==> src/rtl/manch_enc_pkg.sv <==
// Shared types for the Manchester line encoder.
package manch_enc_pkg;

    // Which half of the bit cell the next system clock edge produces.
    typedef enum logic {
        HALF_FIRST  = 1'b0,
        HALF_SECOND = 1'b1
    } half_t;

endpackage

==> src/rtl/manch_phase_gen.sv <==
// Half-cell phase generator.
// Holds which half of the bit cell the next edge will produce. It toggles on
// every system clock and returns to HALF_FIRST under synchronous reset.
// Assumes: clk runs at twice the bit rate; rst_n is synchronous and active-low.
module manch_phase_gen
    import manch_enc_pkg::*;
(
    input  logic  clk,
    input  logic  rst_n,
    output half_t phase_q
);

    // Toggle the half-cell flag each clock; reset restarts at the first half.
    always_ff @(posedge clk) begin
        if (!rst_n) begin
            phase_q <= HALF_FIRST;
        end else begin
            phase_q <= (phase_q == HALF_FIRST) ? HALF_SECOND : HALF_FIRST;
        end
    end


    phase_alternates_chk: assert property (@(posedge clk) disable iff (!rst_n)
        $past(rst_n) |-> (phase_q != $past(phase_q)));

endmodule

==> src/rtl/manch_cell_shaper.sv <==
// Bit cell shaper.
// Captures bit_in at the edge that opens a cell and drives the line level:
// the sampled bit in the first half and its inverse in the second half.
// Assumes: phase_in comes from manch_phase_gen on the same clock and reset.
module manch_cell_shaper
    import manch_enc_pkg::*;
(
    input  logic  clk,
    input  logic  rst_n,
    input  half_t phase_in,
    input  logic  bit_in,
    output logic  line_q
);

    logic held_q;

    // Latch the data bit once per cell, at the opening edge only.
    always_ff @(posedge clk) begin
        if (!rst_n) begin
            held_q <= 1'b0;
        end else if (phase_in == HALF_FIRST) begin
            held_q <= bit_in;
        end
    end

    // Drive the line level: sampled bit first, its inverse second.
    always_ff @(posedge clk) begin
        if (!rst_n) begin
            line_q <= 1'b0;
        end else if (phase_in == HALF_FIRST) begin
            line_q <= bit_in;
        end else begin
            line_q <= ~held_q;
        end
    end


    mid_cell_edge_chk: assert property (@(posedge clk) disable iff (!rst_n)
        ($past(rst_n) && ($past(phase_in) == HALF_SECOND)) |-> (line_q != $past(line_q)));


    cell_open_sample_chk: assert property (@(posedge clk) disable iff (!rst_n)
        ($past(rst_n) && ($past(phase_in) == HALF_FIRST)) |-> (line_q == $past(bit_in)));

endmodule

==> src/rtl/manch_out_stage.sv <==
// Output stage.
// Produces the true and complementary line outputs from one register, the
// registered line-enable flag and the gated copy of the bit clock.
// Assumes: line_in and phase_in come from the same clock domain and reset.
module manch_out_stage
    import manch_enc_pkg::*;
(
    input  logic  clk,
    input  logic  rst_n,
    input  half_t phase_in,
    input  logic  line_in,
    input  logic  tx_off,
    input  logic  clkrep_en,
    output logic  line_p,
    output logic  line_n,
    output logic  line_oe,
    output logic  clk_rep
);

    logic oe_q;
    logic rep_q;

    // Register the line enable so it changes on the same edge as the data.
    always_ff @(posedge clk) begin
        if (!rst_n) begin
            oe_q <= 1'b0;
        end else begin
            oe_q <= ~tx_off;
        end
    end

    // Raise the clock copy for the first half-cell when it is enabled.
    always_ff @(posedge clk) begin
        if (!rst_n) begin
            rep_q <= 1'b0;
        end else begin
            rep_q <= clkrep_en && (phase_in == HALF_FIRST);
        end
    end

    // Both polarities are taken from a single register, so they carry no skew.
    always_comb begin
        line_p  = line_in;
        line_n  = ~line_in;
        line_oe = oe_q;
        clk_rep = rep_q;
    end


    rep_first_half_chk: assert property (@(posedge clk) disable iff (!rst_n)
        clk_rep |-> ($past(phase_in) == HALF_FIRST));


    oe_follows_off_chk: assert property (@(posedge clk) disable iff (!rst_n)
        ($past(rst_n) && $past(tx_off)) |-> !line_oe);

endmodule

==> src/rtl/manch_enc.sv <==
// Manchester bi-phase-level encoder, top level.
// A one is sent as a falling mid-cell edge and a zero as a rising one, on a
// system clock at twice the bit rate. The line outputs come in both
// polarities, with a line-enable flag and a gated copy of the bit clock.
// Assumes: synchronous active-low reset; bit_in is stable at the cell-opening edge.
module manch_enc
    import manch_enc_pkg::*;
(
    input  logic clk,
    input  logic rst_n,
    input  logic bit_in,
    input  logic tx_off,
    input  logic clkrep_en,
    output logic line_p,
    output logic line_n,
    output logic line_oe,
    output logic clk_rep
);

    half_t phase_q;
    logic  line_q;

    manch_phase_gen u_phase (
        .clk     (clk),
        .rst_n   (rst_n),
        .phase_q (phase_q)
    );

    manch_cell_shaper u_shaper (
        .clk      (clk),
        .rst_n    (rst_n),
        .phase_in (phase_q),
        .bit_in   (bit_in),
        .line_q   (line_q)
    );

    manch_out_stage u_out (
        .clk       (clk),
        .rst_n     (rst_n),
        .phase_in  (phase_q),
        .line_in   (line_q),
        .tx_off    (tx_off),
        .clkrep_en (clkrep_en),
        .line_p    (line_p),
        .line_n    (line_n),
        .line_oe   (line_oe),
        .clk_rep   (clk_rep)
    );

endmodule

==> config.mk <==
export PLATFORM = sky130hd
export DESIGN_NAME = manch_enc
export DESIGN_NICKNAME = d
export VERILOG_FILES = /design/src/rtl/manch_enc_pkg.sv /design/src/rtl/manch_phase_gen.sv /design/src/rtl/manch_cell_shaper.sv /design/src/rtl/manch_out_stage.sv /design/src/rtl/manch_enc.sv
export SDC_FILE = /design/constraint.sdc
export NUM_CORES = 1
export LEC_CHECK = 0
export BUFFER_PORTS_ARGS = -buffer_cell sky130_fd_sc_hd__buf_4
export CORE_AREA = 2 2 39 41
export CTS_CLUSTER_SIZE = 24
export DETAILED_ROUTE_END_ITERATION = 7
export DIE_AREA = 0 0 41 43
export PLACE_DENSITY = 0.36
export SLEW_MARGIN = 20
export SYNTH_ARGS = -nofsm -noshare
export SYNTH_HDL_FRONTEND = slang
export SYNTH_SLANG_ARGS = --single-unit
==> constraint.sdc <==
create_clock -name clk -period 0.8 [get_ports clk]
set_clock_uncertainty 0.15 [all_clocks]
set_input_delay 0.12 -clock clk [delete_from_list [all_inputs] [get_ports clk]]
set_output_delay 0.12 -clock clk [all_outputs]
set_load 0.005 [all_outputs]
# --- After elaboration in Yosys (flattened, before gate mapping) ---
# Index checks and enable logic that the tools add are counted.
word_totals:
  regBits: 5
  in_bits: 5
op_classes:
  n_mux: 2
  bitwise: 4
  n_reduce_logical: 1
op_table:
  columns: ["cell", "count"]
  rows:
  - ["$not A1 Y1", 4]
  - ["$mux W1", 2]
  - ["$logic_and A1 B1 Y1", 1]

# --- Depth between registers and ports, before layout ---
depth:
  depth_word: 2
  depth_mapped: 2

# --- Modules after synthesis ---
# Synthesis repeated with hierarchy kept, for this count alone.
unflattened:
  cells_unflattened: 14
  area_unflattened_um2: 167.7
by_module_without_submodules:
  columns: ["module", "instances", "cells_each", "area_each_um2", "seq_area_each_um2"]
  rows:
  - ["manch_cell_shaper", 1, 6, 67.6, 40.0]
  - ["manch_out_stage", 1, 6, 66.3, 40.0]
  - ["manch_phase_gen", 1, 2, 33.8, 20.0]

# --- Worst setup path after synthesis ---
# OpenSTA, ideal clock, no wires.
synth_timing:
  path_kind: "register to register"
  startpoint: "reg u_phase.phase_q"
  endpoint: "reg u_out.rep_q (netlist: u_out.clk_rep)"
  setup_ns: 0.115
  arrival_time_ns: 0.555
  required_time_ns: 0.535
  slack_ns: -0.020
  stages_incl_launch_ff: 3
  synth_period_minus_slack_ns: 0.820
  path_cell_list: "dfxtp_1 nor2b_4 and2_1"
synth_via:
  elab_chain_len: 2
synth_rtl:
  columns: ["item", "line", "source"]
  rows:
  - ["from (decl)", "manch_phase_gen.sv:10", "output half_t phase_q"]
  - ["from (signal assigned)", "manch_phase_gen.sv:18", "phase_q <= (phase_q == HALF_FIRST) ? HALF_SECOND : HALF_FIRST;"]
  - ["$not A1 Y1", "manch_out_stage.sv:37", "rep_q <= clkrep_en && (phase_in == HALF_FIRST);"]
  - ["$logic_and A1 B1 Y1", "manch_out_stage.sv:37", null]
  - ["to (signal assigned)", "manch_out_stage.sv:37", null]
  - ["to (decl)", "manch_out_stage.sv:21", "logic rep_q;"]
# Every way passes these cells.
# A chain may end at the register's enable or synchronous reset.

# --- Final worst setup path ---
layout_timing:
  startpoint: "reg u_shaper.line_q"
  endpoint: "out line_n"
layout_via:
  elab_chain_len: 1
layout_rtl:
  columns: ["item", "line", "source"]
  rows:
  - ["from (decl)", "manch_cell_shaper.sv:12", "output logic line_q"]
  - ["from (signal assigned)", "manch_cell_shaper.sv:31", "line_q <= bit_in;"]
  - ["from (signal assigned)", "manch_cell_shaper.sv:33", "line_q <= ~held_q;"]
  - ["$not A1 Y1", "manch_out_stage.sv:44", "line_n = ~line_in;"]
  - ["to (decl)", "manch_enc.sv:15", "output logic line_n,"]
# Every way passes these cells.

==> results.cfg <==
[outcome]
status = complete, but fails checks
violations = hold timing, setup timing

[placement]
port_buffers = 8
gp_congestion = 0.4580

[critical_path]
path_cells = inv_2 > buf_6
worstSetupStartpointType = flip-flop
critical_path.max_fanout = 2
cp.required_ns = 0.53
cp.arrival_ns = 0.70
cp_slowest_cell = dfxtp_2
slowest_delay_ns = 0.32
reg2regPathDepth = 1
crit_type = reg2out
end_kind = primary output

[clocking]
cts_root_buf = clkbuf_4
path_clk_slew_ns = 0.04
cts_made_buffers = 3
cts-htree-levels = 1
cts_tree = built
insertion_delay_ns = 0.24
cts_sinks = 5
clock_path_buffers = 2

[power_and_ir_drop]
ir_drop_v = 0.0008399
leakagePower_nw = 0.1418
p_per_area_nw_per_um2 = 2135
p_sw_mw = 0.1318
p_int_mw = 0.5120
sw_frac_of_total_pct = 20.47
total_power_mw = 0.6438
p_clk_share_pct = 44.5
seqPwrFrac_pct = 43.3
comb_power_share_pct = 12.2

[yosys]
yosys.area.top_type = dfxtp_1
synthFlopType = dfxtp_1
avgSynthCellArea_um2 = 12.13
synth.distinct_cells = 9
synth_edf_count = 0
ys_seq_area_share_pct = 63.49
synth_most_common_cell = dfxtp_1
ys_ff_latch = 5
netlist_instances = 13
yosys.area.top_type_share_pct = 63.49
ys_warn_count = 0
syn_nets = 18
async_flop_share_pct = 0
synth.area.top_cells = dfxtp_1 63%, nor2b_4 8.7%, o211a_1 6.3%, a21boi_1 4.8%, and2_1 4.0%
mappedNetlistArea_um2 = 157.7

[die]
core_area_um2 = 1384
io_pins = 9
num_rows = 14
start_util_pct = 11.39
die_area_um2 = 1763
die_h_um = 43
fp.dieW_um = 41

[sta]
layout_setup_ws_ns = -0.1661
period_minus_slack_ns = 0.9661
hold_viol_final = 4
rsz0062_at_grt = true
slew_headroom_pct = 95.20
tightest_slew_ns = 0.07151
setup_viol = 5
holdWs_ns = -0.1263
setup_tns_ns = -0.5715
fin_crit_sh_pct = 120.8
final-max-slew-violation-count = 0
fmax_mhz = 1035

[global_routing]
top_usage_layer = met3
grtUsageMet3_pct = 9.948
grt_antenna_before_repair = 0
first_global_vias = 129
grt_pass1_wl_um = 517
use_met1_pct = 4.531
grt_max_degree = 5
track_usage_pct = 5.533
overflow = 0
use_met2_pct = 5.938

[final_layout]
nets = 32
area.growth.synth_to_final_pct = 91.27
drive_above_1_share_pct = 80.77
diodes = 0
fillers = 154

[hold_path]
whs_path_depth = 2
min_path_type = in2reg

[drt]
routed_wl_um = 327
drc = 0
vias_per_cell = 3.143
vias = 132
route.antenna.remaining_nets = 0
routedWlPerCell_um = 7.786
drt-initial-drc-count = 0
firstDrtPassIters = 1

[job]
maxCapViolCount = 0
## cells in the final DEF (no fill, tap or decap)
cell	Yosys	final
dfxtp_4	0	1
nor2b_1	1	1
buf_6	0	2
o211a_1	1	1
inv_2	0	1
and2_4	0	1
nand2b_4	0	1
buf_4	0	7
dfxtp_2	0	2
nor2b_4	1	1
nand2_2	0	1
clkbuf_4	0	3
clkbuf_1	0	1
a21boi_2	0	1
dfxtp_1	5	2
## worst max-delay path: cells and delay by family (launching register included)
family	cells	cell delay (ns)
DFF	1	0.32
buffers and inverters	2	0.13
## through the flow
stage	instances	area, um2	setup WS [ns]	util (%)
detailed placement	37	239.0	-0.01007	17.27
CTS	41	280.3	-0.1816	20.25
floorplan	13	158.9	0.01683	-
global placement	37	239.0	0.001982	17.27
global route	42	301.5	-0.2008	21.79
finish	42	301.5	-0.1661	21.79
## sequential cells by signal (all words and copies together) (netlist names)
signal and cells:
u_out.clk_rep 1, u_out.line_oe 1, u_phase.phase_q 1, u_shaper.held_q 1, u_shaper.line_q 1
## power by group through the flow
| stage | registers (mW) | clock network [mW] | logic (mW) |
|---|---|---|---|
| 2_1_floorplan | 0.281 | 0 | 0.0195 |
| 3_3_place_gp | 0.280 | 0 | 0.0580 |
| 3_5_place_dp | 0.280 | 0 | 0.0592 |
| 4_1_cts | 0.276 | 0.305 | 0.0676 |
| 5_1_grt | 0.280 | 0.329 | 0.0859 |
| 6_report | 0.279 | 0.287 | 0.0784 |
## cell type report
class                           instances  area (um2)  share of cell area, %
Timing Repair Buffer                    9       75.07                  24.90
Inverter                                1       3.754                  1.245
Tap cell                               16       20.02                  6.639
Multi-Input combinational cell          7       70.07                  23.24
Sequential cell                         5       106.4                  35.27
Clock buffer                            4       26.28                  8.714
## cells by family (layout without fill, tap and decap cells)
kind of cell           count (synthesis)  after routing  share of synthesized area [%]
flip-flops                             5              5                          63.49
AND/OR/NAND/NOR                        5              5                          23.02
AO/OA/AOI/OAI                          2              2                          11.11
buffers and inverters                  1             14                          2.379
## per-layer routing
| layer | vias up | share of wire (%) |
|---|---|---|
| li1 | 66 | - |
| met1 | 54 | 34 |
| met2 | 12 | 39 |
| met3 | 0 | 27 |
| met4 | 0 | 0 |
| met5 | - | 0 |
## final timing paths
check,start,end,slack [ns]
setup reg to reg,u_phase.phase_q$_SDFF_PN0_,u_shaper.line_q$_SDFF_PN0_,-0.02
hold / removal,tx_off,u_out.line_oe$_SDFF_PN0_,-0.13
setup / recovery,u_shaper.line_q$_SDFF_PN0_,line_n,-0.17
hold reg to reg,u_shaper.held_q$_SDFFE_PN0N_,u_shaper.held_q$_SDFFE_PN0N_,0.31
## repair_timing
action                     4_1_cts  5_1_grt
gates resized for setup          5        5
hold endpoints to repair         5        4
pin swaps                        2        0
setup endpoints to repair        7        7
setup buffers                    0        1
No activity file was read; power rests on OpenSTA's default activity.
